--- src/rtl/tp_pkg.sv ---
package tp_pkg;

    localparam int TGL_POS = 6;
    localparam int TMO_POS = 5;

    typedef enum logic [2:0] {
        ST_IDLE,
        ST_FIRST,
        ST_NEXT,
        ST_RECHK_A,
        ST_RECHK_B
    } tp_state_e;

    typedef struct packed {
        tp_state_e state;
        logic      prev_tgl;
        logic      ok;
        logic      fail;
        logic      abandon;
    } tp_regs_t;

endpackage

--- src/rtl/tp_status_decode.sv ---
module tp_status_decode #(
    parameter int DATA_W = 16
) (
    input  logic [DATA_W-1:0] word_i,
    input  logic              prev_tgl_i,
    output logic              tgl_o,
    output logic              tmo_o,
    output logic              toggled_o
);
    import tp_pkg::*;

    logic unused_bits;

    always_comb begin
        tgl_o       = word_i[TGL_POS];
        tmo_o       = word_i[TMO_POS];
        toggled_o   = word_i[TGL_POS] ^ prev_tgl_i;
        unused_bits = ^{word_i[DATA_W-1:TGL_POS+1], word_i[TMO_POS-1:0]};
    end

endmodule

--- src/rtl/tp_poll_budget.sv ---
module tp_poll_budget #(
    parameter int MAX_POLLS = 64
) (
    input  logic clk,
    input  logic rst_n,
    input  logic clear_i,
    input  logic count_i,
    output logic last_o
);
    localparam int CNT_W = $clog2(MAX_POLLS + 1);
    localparam logic [CNT_W-1:0] LAST_VAL = CNT_W'(MAX_POLLS - 1);

    logic [CNT_W-1:0] cnt_d, cnt_q;

    always_comb begin
        cnt_d = cnt_q;
        if (clear_i) begin
            cnt_d = '0;
        end else if (count_i && cnt_q <= LAST_VAL) begin
            cnt_d = cnt_q + 1'b1;
        end
        last_o = (cnt_q == LAST_VAL);
    end

    always_ff @(posedge clk or negedge rst_n) begin
        if (!rst_n) begin
            cnt_q <= '0;
        end else begin
            cnt_q <= cnt_d;
        end
    end

    // the read count never runs past the budget
    a_r7_budget_bounded: assert property (@(posedge clk) disable iff (!rst_n)
        cnt_q <= CNT_W'(MAX_POLLS));

    // a clear always restarts the count from zero
    a_r7_clear_restarts: assert property (@(posedge clk) disable iff (!rst_n)
        clear_i |=> (cnt_q == '0));

endmodule

--- src/rtl/toggle_poller.sv ---
module toggle_poller #(
    parameter int DATA_W    = 16,
    parameter int MAX_POLLS = 64
) (
    input  logic              clk,
    input  logic              rst_n,
    input  logic              start_i,
    input  logic              abort_i,
    output logic              rd_req_o,
    input  logic              rd_ack_i,
    input  logic [DATA_W-1:0] rd_data_i,
    output logic              busy_o,
    output logic              done_ok_o,
    output logic              done_fail_o,
    output logic              abandoned_o,
    output logic              reset_cmd_o
);
    import tp_pkg::*;

    tp_regs_t r_d, r_q;
    logic     tgl, tmo, toggled;
    logic     cnt_clear, cnt_en, cnt_last;
    logic     rd_done;

    tp_status_decode #(.DATA_W(DATA_W)) i_decode (
        .word_i     (rd_data_i),
        .prev_tgl_i (r_q.prev_tgl),
        .tgl_o      (tgl),
        .tmo_o      (tmo),
        .toggled_o  (toggled)
    );

    tp_poll_budget #(.MAX_POLLS(MAX_POLLS)) i_budget (
        .clk     (clk),
        .rst_n   (rst_n),
        .clear_i (cnt_clear),
        .count_i (cnt_en),
        .last_o  (cnt_last)
    );

    always_comb begin
        r_d         = r_q;
        r_d.ok      = 1'b0;
        r_d.fail    = 1'b0;
        r_d.abandon = 1'b0;
        cnt_clear   = 1'b0;
        cnt_en      = 1'b0;
        rd_done     = (r_q.state != ST_IDLE) && rd_ack_i;

        if (r_q.state == ST_IDLE) begin
            if (start_i) begin
                r_d.state    = ST_FIRST;
                r_d.prev_tgl = 1'b0;
                cnt_clear    = 1'b1;
            end
        end else if (abort_i) begin
            r_d.state    = ST_IDLE;
            r_d.prev_tgl = 1'b0;
            r_d.abandon  = 1'b1;
            cnt_clear    = 1'b1;
        end else if (rd_done) begin
            cnt_en = 1'b1;
            unique case (r_q.state)
                ST_FIRST, ST_RECHK_A: begin
                    r_d.prev_tgl = tgl;
                    if (cnt_last) begin
                        r_d.state = ST_IDLE;
                        r_d.fail  = 1'b1;
                    end else begin
                        r_d.state = (r_q.state == ST_FIRST) ? ST_NEXT : ST_RECHK_B;
                    end
                end
                ST_NEXT: begin
                    if (!toggled) begin
                        r_d.state = ST_IDLE;
                        r_d.ok    = 1'b1;
                    end else if (cnt_last) begin
                        r_d.state = ST_IDLE;
                        r_d.fail  = 1'b1;
                    end else if (tmo) begin
                        r_d.state = ST_RECHK_A;
                    end else begin
                        r_d.prev_tgl = tgl;
                    end
                end
                ST_RECHK_B: begin
                    r_d.state = ST_IDLE;
                    r_d.ok    = !toggled;
                    r_d.fail  = toggled;
                end
                default: r_d.state = ST_IDLE;
            endcase
        end
    end

    always_ff @(posedge clk or negedge rst_n) begin
        if (!rst_n) begin
            r_q <= '{state: ST_IDLE, prev_tgl: 1'b0, ok: 1'b0, fail: 1'b0, abandon: 1'b0};
        end else begin
            r_q <= r_d;
        end
    end

    always_comb begin
        busy_o      = (r_q.state != ST_IDLE);
        rd_req_o    = busy_o;
        done_ok_o   = r_q.ok;
        done_fail_o = r_q.fail;
        abandoned_o = r_q.abandon;
        reset_cmd_o = r_q.fail;
    end

    // never more than one result in a cycle
    a_r9_single_result: assert property (@(posedge clk) disable iff (!rst_n)
        $onehot0({done_ok_o, done_fail_o, abandoned_o}));

    // a result lasts one cycle
    a_r9_pulse_width: assert property (@(posedge clk) disable iff (!rst_n)
        (done_ok_o || done_fail_o || abandoned_o) |=> !(done_ok_o || done_fail_o || abandoned_o));

    // a completion result leaves the block idle
    a_r4_idle_on_result: assert property (@(posedge clk) disable iff (!rst_n)
        (done_ok_o || done_fail_o) |-> !busy_o);

    // start while idle enters polling
    a_r2_start_enters: assert property (@(posedge clk) disable iff (!rst_n)
        (!busy_o && start_i) |=> (busy_o && rd_req_o));

    // the request holds until a read completes
    a_r3_req_held: assert property (@(posedge clk) disable iff (!rst_n)
        (rd_req_o && !rd_ack_i && !abort_i) |=> rd_req_o);

    // abort while busy gives an abandoned pulse and idle
    a_r8_abort_idles: assert property (@(posedge clk) disable iff (!rst_n)
        (busy_o && abort_i) |=> (abandoned_o && !busy_o));

    // no abandoned pulse without a preceding abort
    a_r8_abandon_cause: assert property (@(posedge clk) disable iff (!rst_n)
        (!abort_i) |=> !abandoned_o);

endmodule

--- config.mk ---
export PLATFORM = sky130hd
export DESIGN_NAME = toggle_poller
export DESIGN_NICKNAME = d
export VERILOG_FILES = /design/src/rtl/tp_pkg.sv /design/src/rtl/tp_status_decode.sv /design/src/rtl/tp_poll_budget.sv /design/src/rtl/toggle_poller.sv
export SDC_FILE = /design/constraint.sdc
export NUM_CORES = 1
export LEC_CHECK = 0
export BUFFER_PORTS_ARGS = -buffer_cell sky130_fd_sc_hd__buf_2
export CORE_MARGIN = 8
export CORE_UTILIZATION = 30
export CTS_CLUSTER_DIAMETER = 200
export DETAILED_ROUTE_END_ITERATION = 12
export GPL_ROUTABILITY_DRIVEN = 0
export PLACE_DENSITY_LB_ADDON = 0.15
export SYNTH_ARGS = -nofsm -noshare
export SYNTH_HDL_FRONTEND = slang
export SYNTH_SLANG_ARGS = --single-unit
--- constraint.sdc ---
create_clock -name clk -period 4.41 [get_ports clk]
set_input_delay 0.882 -clock clk [delete_from_list [all_inputs] [get_ports clk]]
set_output_delay 0.882 -clock clk [all_outputs]
set_load 0.05 [all_outputs]
==> impl_metrics.py, run 1 <==
metrics = {
    "status": {
        "status": "completed",
    },
    "logic_synthesis": {
        "yosys.area_share.adder_pct": 1.48,
        "synthMuxAreaShare_pct": 3.56,
        "synth_compound_area_share_pct": 16.5,
        "ys.warnings.count": 0,
        "syn_inst": 93,
        "synth_area_sq_um": 843,
        "synth_xor_area_share_pct": 3.12,
        "synthTopCellsByArea": "dfrtp_1 (42%), nor2_1 (4.5%), a21oi_1 (4.2%)",
        "yosys.area.top_type": "dfrtp_1",
        "synth_top_area_share_pct": 41.5,
        "yosysSeqAreaShare_pct": 41.5,
        "synth_top_family_by_area": "simple AND/OR/NAND/NOR gates",
        "syn-num-nets": 115,
        "synth-simple-area-share_pct": 28.2,
        "avgSynthCellArea_sq_um": 9.07,
        "ys_seq_elements": 14,
        "ys_types": 38,
    },
    "placement": {
        "portBuffers": 12,
        "post-dp-hpwl_um": 1330,
    },
    "critical_path": {
        "required_ns": 3.53,
        "worst_path_largest_cell_delay_ns": 0.52,
        "start_kind": "flip-flop",
        "critPathArrivalTime_ns": 1.61,
        "crit_fanout": 12,
        "setup.worst_path.end_class": "output pin",
        "worstSetupPathType": "reg2out",
        "path_cells": "nor3_2 > inv_1 > buf_2",
        "critical_path.slowest_cell": "dfrtp_1",
    },
    "global_routing": {
        "grt_pass1_wl_um": 3070,
        "grt_max_degree": 15,
        "grt.overflow.total": 0,
        "antenna_found_initial": 0,
        "grt_pass1_vias": 629,
        "grtUsageTotal_pct": 7.59,
    },
    "floorplanning": {
        "io_pins": 27,
        "die_y_um": 69.0,
        "initial_core_util_pct": 31.1,
        "core_sq_um": 2710,
        "rows": 19,
        "fp.dieArea_sq_um": 4760,
        "die_w_um": 69.0,
    },
    "routing": {
        "post_drt_wl_per_cell_um": 13.9,
        "vias_per_cell": 5.33,
        "firstDrtPassIters": 4,
        "drcViolationCount": 0,
        "drt_iter0_markers": 39,
        "wl_um": 1830,
        "ant_nets": 0,
        "vias": 704,
    },
    "power_and_ir_drop": {
        "p_per_area_nw_per_um2": 444,
        "peakVddDrop_v": 0.000317,
        "p_leak_nw": 0.409,
    },
    "cts": {
        "clock_latency_ns": 0.28,
        "cts-root-buf": "clkbuf_4",
        "cts_tree": "built",
        "postCtsSetupBuffers": 0,
        "hold_buffers": 0,
        "cts_resized": 0,
        "h-tree-depth": 1,
        "cts_sinks": 14,
        "cts.path.max_buffers": 2,
        "clk_pin_slew_ns": 0.08,
        "cts_buffers": 3,
    },
    "timing": {
        "setup_violations": 0,
        "worst_slew_pin_slew_ns": 0.481,
        "whs_ns": 0.489,
        "max_freq_mhz": 401,
        "timing.slew.headroom_pct": 67.8,
        "min_period_ns": 2.49,
        "tns_ns": 0,
        "final_hold_viol_count": 0,
        "rsz0062_at_grt": "false",
        "finalMaxSlewViolations": 0,
        "fin_skew_ns": 0.00299,
        "min_period_over_period_pct": 56.5,
    },
    "final_layout": {
        "nNetsFinal": 125,
        "antennaDiodeCount": 0,
        "drive_gt1_share_pct": 19.8,
        "area_delta_synth_final_pct": 9.64,
    },
    "worst_hold_path": {
        "hold_class": "in2async",
    },
    "flow_run": {
        "maxCapViolCount": 0,
    },
}
[state kept, by name, summed over array words and instances (netlist names)]
signal / count
done_fail_o: 1
r_q: 4
abandoned_o: 1
i_budget.cnt_q: 7
done_ok_o: 1
[where the power goes]
group	switching [W]	leakage (nW)	total, W	internal (W)
logic	0.000116	0.204	0.000167	0.0000514
registers	0.0000263	0.192	0.000170	0.000143
clock network	0.0000420	0.0138	0.0000737	0.0000317
total	0.000184	0.409	0.000411	0.000226
[metrics by stage]
| stage | std cells | power [W] | util (%) | worst slack (ns) | cell area (sq um) |
|---|---|---|---|---|---|
| 3_5_place_dp | 129 | 0.000341 | 33.3 | 2.13 | 902 |
| 2_1_floorplan | 93 | 0.000308 | - | 2.12 | 843 |
| 5_1_grt | 132 | 0.000440 | 34.1 | 1.80 | 925 |
| 6_report | 132 | 0.000411 | 34.1 | 1.92 | 925 |
| 4_1_cts | 132 | 0.000416 | 34.1 | 1.90 | 925 |
| 3_3_place_gp | 129 | 0.000339 | 33.3 | 2.16 | 902 |
[synthesized netlist by cell type]
cell and count:
a211oi_1 1, or3b_2 2, nand2_1 7, clkbuf_1 2
nand2b_1 3, mux2i_1 3, nor2b_1 2, o221a_2 1
buf_4 3, o21ai_0 3, a31oi_1 1, nand3_1 3
nand4_1 1, inv_1 2, a22oi_1 2, o31a_1 1
dfrtp_1 14, ha_1 1, or2_2 1, a211o_1 1
a21oi_1 7, or4_1 1, nor4_1 2, nor2_1 10
or3_1 2, buf_2 2, a21o_1 1, o31ai_1 1
xnor2_1 2, nand3b_1 2, nor3_1 1, o211ai_1 1
nand4b_1 1, xor2_1 1, and4_1 1, a32oi_1 1
and3b_1 2, nor3_2 1
[logic make-up (layout without fill, tap and decap cells)]
| logic type | after synthesis | in the layout |
|---|---|---|
| muxes | 3 | 3 |
| adders and majority gates | 1 | 1 |
| DFF | 14 | 14 |
| AOI/OAI and AO/OA | 21 | 21 |
| and+or+nand+nor | 42 | 42 |
| buffers and inverters | 9 | 17 |
| xor gates and xnor gates | 3 | 3 |
[final cells by class]
class	count	area, sq um
Tap cell	31	38.8
Multi-Input combinational cell	70	445
Timing Repair Buffer	12	60.1
Inverter	2	7.51
Fill cell	298	1790
Sequential cell	14	350
Clock buffer	3	22.5
[metal layers]
metal	part of all wire, %	GRT usage (%)
met5	0	0
met4	0.66	1.37
met2	46	11.2
met1	46	9.44
met3	7.6	4.29
[cell usage in the layout (no fill, tap or decap), types with 3 or more instances in the layout]
cell | netlist | final
dfrtp_1 | 14 | 14
clkbuf_4 | 0 | 3
nor2_1 | 10 | 10
a21oi_1 | 7 | 7
nand2_1 | 7 | 7
nand2b_1 | 3 | 3
buf_2 | 2 | 12
mux2i_1 | 3 | 3
nand3_1 | 3 | 3
o21ai_0 | 3 | 3
[final timing paths]
check | depth (start not counted) | to | startpoint | slack (ns)
worst max-delay path | 3 | busy_o | r_q[5]$_DFFE_PN0P_ | 1.92
worst min-delay path | 1 | i_budget.cnt_q[4]$_DFFE_PN0P_ | rst_n | 0.49
worst max register to register | 5 | i_budget.cnt_q[3]$_DFFE_PN0P_ | i_budget.cnt_q[0]$_DFFE_PN0P_ | 2.48
worst min register to register | 1 | i_budget.cnt_q[5]$_DFFE_PN0P_ | i_budget.cnt_q[5]$_DFFE_PN0P_ | 0.49
max in group asynchronous | 1 | i_budget.cnt_q[3]$_DFFE_PN0P_ | rst_n | 3.67
min in group clk | 1 | i_budget.cnt_q[5]$_DFFE_PN0P_ | i_budget.cnt_q[5]$_DFFE_PN0P_ | 0.49
[worst max-delay path, delay by kind of cell, from the launching register on]
| family | cells | cell delay (ns) |
|---|---|---|
| and+or+nand+nor | 1 | 0.45 |
| DFF | 1 | 0.52 |
| buffers and inverters | 2 | 0.36 |
Power figures use the tool's default switching activity.
==> inputs of run 2 (changes only) <==
- ABC_AREA: default -> 1
- clock period: 4.41 -> 2.23 ns (I/O delays scaled with it)
==> impl_metrics.py, run 2 <==
metrics = {
    "status": {
        "status": "completed",
    },
    "final_layout": {
        "largest_reg_flops": 7,
        "top_regs": "i_budget.cnt_q (7), r_q (4)",
        "regMostFlops": "i_budget.cnt_q",
        "antennaDiodeCount": 0,
        "nNetsFinal": 175,
        "final_cell_mix": "nand2_1 (42), inv_1 (17), nand3_1 (17)",
        "drive_gt1_share_pct": 19.2,
        "multi_input_area_sq_um": 518,
        "fin_area_sq_um": 1080,
        "area_delta_synth_final_pct": 11.5,
        "finalNonFillerCells": 195,
        "seq_area_sq_um": 350,
        "final_common_cell": "nand2_1",
        "fillers": 353,
    },
    "critical_path": {
        "crit_fanout": 7,
        "setup.worst_path.end_class": "output pin",
        "critPathArrivalTime_ns": 1.30,
        "worstSetupPathType": "reg2out",
        "reg2reg_depth": 7,
        "required_ns": 1.78,
        "start_kind": "flip-flop",
    },
    "routing": {
        "post_drt_wl_per_cell_um": 10.8,
        "vias": 904,
        "drcViolationCount": 0,
        "drt_iter0_markers": 63,
        "vias_per_cell": 4.64,
        "wl_um": 2100,
        "ant_nets": 0,
        "firstDrtPassIters": 4,
    },
    "logic_synthesis": {
        "synth-simple-area-share_pct": 47.5,
        "syn_inst": 139,
        "synth_ff_type": "dfrtp_1",
        "synth_top_family_by_area": "simple AND/OR/NAND/NOR gates",
        "yosysSeqAreaShare_pct": 36.3,
        "ys_seq_elements": 14,
        "synthTopCellsByCount": "nand2_1 (42), inv_1 (17), nand3_1 (17), nor2_1 (15), dfrtp_1 (14)",
        "synthMuxAreaShare_pct": 0,
        "avgSynthCellArea_sq_um": 6.95,
        "ys_types": 21,
        "synthTopCellsByArea": "dfrtp_1 (36%), nand2_1 (16%), nand3_1 (8.8%)",
        "yosys.area.top_type": "dfrtp_1",
        "synth_top_area_share_pct": 36.3,
        "synth_most_common_cell": "nand2_1",
        "synth_compound_area_share_pct": 2.98,
        "synth_xor_area_share_pct": 1.81,
        "syn-num-nets": 161,
        "synthArstFlopShare_pct": 100,
        "yosys.area_share.adder_pct": 1.30,
        "ys.warnings.count": 0,
        "synth_area_sq_um": 966,
        "synth_edf_count": 0,
    },
    "power_and_ir_drop": {
        "peakVddDrop_v": 0.000408,
        "p_per_area_nw_per_um2": 900,
        "finalPower_w": 0.000970,
        "p_leak_nw": 0.580,
    },
    "floorplanning": {
        "die_w_um": 72.7,
        "io_pins": 27,
        "initial_core_util_pct": 31.6,
        "rows": 20,
        "core_sq_um": 3050,
        "die_y_um": 72.7,
        "fp.dieArea_sq_um": 5290,
    },
    "placement": {
        "portBuffers": 12,
        "dp.cells": 192,
        "post-dp-hpwl_um": 1620,
        "place_area_sq_um": 1050,
    },
    "timing": {
        "final_hold_viol_count": 0,
        "min_period_over_period_pct": 78.5,
        "rsz0062_at_grt": "false",
        "fin_skew_ns": 0.00354,
        "min_period_ns": 1.75,
        "finalMaxSlewViolations": 0,
        "max_freq_mhz": 571,
        "setup_violations": 0,
        "whs_ns": 0.0494,
        "worst_slew_pin_slew_ns": 0.346,
        "tns_ns": 0,
        "timing.slew.headroom_pct": 76.9,
    },
    "cts": {
        "cts_tree": "built",
        "clock_latency_ns": 0.28,
        "cts_buffers": 3,
        "cts_resized": 0,
        "cts.path.max_buffers": 2,
        "cts-root-buf": "clkbuf_4",
        "cts_sinks": 14,
        "clk_pin_slew_ns": 0.09,
        "hold_buffers": 0,
        "postCtsSetupBuffers": 0,
        "h-tree-depth": 1,
    },
    "global_routing": {
        "grtUsageTotal_pct": 8.72,
        "antenna_found_initial": 0,
        "grt.overflow.total": 0,
        "grt_pass1_vias": 837,
        "grt_pass1_wl_um": 3660,
        "grt_max_degree": 15,
    },
    "flow_run": {
        "maxCapViolCount": 0,
    },
    "worst_hold_path": {
        "hold_class": "in2async",
    },
}
run 2: changes by cell type after synthesis, sizes merged, moves of 3 or more:
cell	before	now
nor2	10	19
nand3	3	21
inv	2	19
mux2i	3	0
nand2	7	45
nand2b	3	0
a21oi	7	3
run 2: worst paths after layout:
path | startpoint | endpoint | slack, ns
max in group asynchronous | rst_n | r_q[3]$_DFFE_PN0P_ | 1.92
setup reg to reg | i_budget.cnt_q[0]$_DFFE_PN0P_ | i_budget.cnt_q[4]$_DFFE_PN0P_ | 0.67
hold / removal | rst_n | i_budget.cnt_q[6]$_DFFE_PN0P_ | 0.05
min in group clk | abort_i | abandoned_o$_DFF_PN0_ | 0.44
setup / recovery | r_q[4]$_DFFE_PN0P_ | rd_req_o | 0.48
hold reg to reg | r_q[3]$_DFFE_PN0P_ | r_q[3]$_DFFE_PN0P_ | 0.54
run 2: kinds of logic (layout without fill, tap and decap cells):
kind of cell | count (synthesis) | count (layout)
xor+xnor | 2 | 2
flops | 14 | 14
buf+inv | 22 | 34
simple gates | 95 | 95
fa+ha+maj | 1 | 1
compound gates | 5 | 5
run 2: report_power, final:
part | internal (W) | leakage, nW | switching [W]
logic | 0.000129 | 0.375 | 0.000350
clock network | 0.0000628 | 0.0138 | 0.0000883
registers | 0.000290 | 0.192 | 0.0000501
total | 0.000481 | 0.580 | 0.000489
run 2: metrics by stage:
stage	setup WS, ns	utilization, %
2_1_floorplan	0.774	-
3_3_place_gp	0.684	34.5
3_5_place_dp	0.675	34.5
4_1_cts	0.471	35.3
5_1_grt	0.422	35.3
6_report	0.479	35.3
run 2: per-layer routing:
| metal | wire, um | vias to the layer above | track usage [%] | share of wire [%] |
|---|---|---|---|---|
| li1 | - | 467 | - | - |
| met3 | 99 | 7 | 3.43 | 4.7 |
| met2 | 1030 | 17 | 14.6 | 49 |
| met4 | 44 | 0 | 3.56 | 2.1 |
| met1 | 928 | 413 | 9.55 | 44 |
| met5 | 0 | - | 0 | 0 |
run 2: worst max-delay path: stages (launching register included):
cell and delay (ns):
dfrtp_1 0.46, nor2_2 0.22, nand2_4 0.11, buf_2 0.23
run 2: cell type report:
| class | instances | area share [%] |
|---|---|---|
| Clock buffer | 3 | 2.09 |
| Inverter | 19 | 6.62 |
| Multi-Input combinational cell | 103 | 48.1 |
| Sequential cell | 14 | 32.5 |
| Tap cell | 44 | 5.11 |
| Timing Repair Buffer | 12 | 5.57 |
==> inputs of run 3 (changes only) <==
- clock period: 2.23 -> 1.8 ns (I/O delays scaled with it)
==> impl_metrics.py, run 3 (synthesis gave the netlist of run 2 again) <==
metrics = {
    "cts": {
        "h-tree-depth": 1,
        "cts_buffers": 3,
        "cts_resized": 0,
        "cts_tree": "built",
        "cts_sinks": 14,
        "cts-root-buf": "clkbuf_4",
        "cts.path.max_buffers": 2,
        "clock_latency_ns": 0.29,
        "clk_pin_slew_ns": 0.10,
    },
    "final_layout": {
        "fillers": 341,
        "regMostFlops": "i_budget.cnt_q",
        "largest_reg_flops": 7,
        "final_common_cell": "nand2_1",
        "antennaDiodeCount": 0,
        "drive_gt1_share_pct": 20.1,
        "nNetsFinal": 177,
        "area_delta_synth_final_pct": 14.8,
        "top_regs": "i_budget.cnt_q (7), r_q (4)",
        "final_cell_mix": "nand2_1 (42), inv_1 (17), nand3_1 (17)",
    },
    "critical_path": {
        "worst-path-buf-inv": 1,
        "reg2reg_depth": 7,
        "critPathArrivalTime_ns": 1.30,
        "critPathCapture": "busy_o",
        "cp-startpoint": "r_q[4]$_DFFE_PN0P_",
        "worst_path_largest_cell_delay_ns": 0.47,
        "r2r_start": "i_budget.cnt_q[1]$_DFFE_PN0P_",
        "r2r_end": "i_budget.cnt_q[4]$_DFFE_PN0P_",
        "crit_fanout": 7,
        "required_ns": 1.44,
        "start_kind": "flip-flop",
        "rrSetupSlack_ns": 0.34,
        "worstSetupPathType": "reg2out",
        "cp_top_family": "flip-flops",
        "path_cells": "nor2_2 > nand2_4 > buf_2",
        "critical_path.slowest_cell": "dfrtp_1",
        "worstSetupPathDepth": 3,
        "setup.worst_path.end_class": "output pin",
    },
    "timing": {
        "fin_skew_ns": 0.00683,
        "final_hold_viol_count": 0,
        "min_period_ns": 1.66,
        "min_period_over_period_pct": 92.4,
        "rsz0062_at_grt": "false",
        "setup_violations": 0,
        "whs_ns": 0.350,
        "finalMaxSlewViolations": 0,
        "worst_slew_pin_slew_ns": 0.341,
        "tns_ns": 0,
        "timing.slew.headroom_pct": 77.3,
        "max_freq_mhz": 602,
    },
    "routing": {
        "drcViolationCount": 0,
        "drt_iter0_markers": 58,
        "ant_nets": 0,
        "vias": 902,
        "post_drt_wl_per_cell_um": 10.9,
        "wl_um": 2160,
        "firstDrtPassIters": 5,
        "vias_per_cell": 4.56,
    },
    "floorplanning": {
        "io_pins": 27,
        "rows": 20,
        "fp.dieArea_sq_um": 5290,
        "die_w_um": 72.7,
        "initial_core_util_pct": 31.6,
        "die_y_um": 72.7,
        "core_sq_um": 3050,
    },
    "global_routing": {
        "grt_pass1_vias": 880,
        "grtUsageTotal_pct": 8.85,
        "grt_pass1_wl_um": 3680,
        "grt.overflow.total": 0,
        "grt_max_degree": 15,
        "antenna_found_initial": 0,
    },
    "power_and_ir_drop": {
        "peakVddDrop_v": 0.000710,
        "p_leak_nw": 0.597,
        "p_per_area_nw_per_um2": 1140,
    },
    "status": {
        "status": "completed",
    },
    "placement": {
        "portBuffers": 12,
        "post-dp-hpwl_um": 1620,
    },
    "flow_run": {
        "maxCapViolCount": 0,
    },
    "worst_hold_path": {
        "hold_class": "in2reg",
    },
}
## run 3: changes by cell type in the layout (fill, tap and decap cells not counted)
cell           delta
buf_4             +1
clkbuf_8          +1
dlygate4sd3_1     +1
## run 3: through the flow
stage	instance area (sq um)	setup WS (ns)	instances	power, W	util, %
2_1_floorplan	966	0.413	139	0.000930	-
3_3_place_gp	1060	0.346	193	0.00103	34.8
3_5_place_dp	1060	0.344	193	0.00103	34.8
4_1_cts	1110	0.132	198	0.00128	36.3
5_1_grt	1110	0.0857	198	0.00136	36.3
6_report	1110	0.138	198	0.00126	36.3
## run 3: worst min path at each step
stage                 start                             to  slack [ns]  cells after the start
floorplan             rst_n          abandoned_o$_DFF_PN0_        0.06                      0
global placement      rst_n  i_budget.cnt_q[3]$_DFFE_PN0P_        0.29                      1
detailed placement    rst_n          abandoned_o$_DFF_PN0_        0.29                      1
CTS                 abort_i          abandoned_o$_DFF_PN0_        0.34                      3
global route        abort_i          abandoned_o$_DFF_PN0_        0.34                      3
finish              abort_i          abandoned_o$_DFF_PN0_        0.35                      3
## run 3: worst register-to-register path: cells and delay by family, from the launching register on
| kind | cells | cell delay, ns |
|---|---|---|
| adders and majority gates | 1 | 0.23 |
| buffers and inverters | 1 | 0.07 |
| DFF | 1 | 0.41 |
| and+or+nand+nor | 5 | 0.65 |
## run 3: final cells by class
| cell class | instances | area [sq um] | area share (%) |
|---|---|---|---|
| multi-input combinational | 103 | 518 | 46.7 |
| sequential | 14 | 350 | 31.6 |
| clock buffer | 4 | 36.3 | 3.27 |
| timing repair buffer | 14 | 77.6 | 7.00 |
| tap | 44 | 55.1 | 4.97 |
| inverter | 19 | 71.3 | 6.43 |
## run 3: what timing repair did
action                     4_1_cts  5_1_grt
setup buffers                    0        0
hold endpoints to repair        14        0
hold buffers                     1        0
setup endpoints to repair        0        0
## run 3: metal layers
layer / share of wire (%) / GRT usage [%] / up-vias
li1: - / - / 471
met1: 43 / 9.37 / 412
met2: 52 / 15.2 / 17
met3: 3.9 / 3.57 / 2
met4: 0.79 / 3.56 / 0
met5: 0 / 0 / -
## run 3: power breakdown
group / total, W / switching [W] / internal (W) / leakage [nW]
logic: 0.000616 / 0.000444 / 0.000172 / 0.384
registers: 0.000409 / 0.0000501 / 0.000359 / 0.192
clock network: 0.000238 / 0.000115 / 0.000123 / 0.0210
total: 0.00126 / 0.000609 / 0.000654 / 0.597
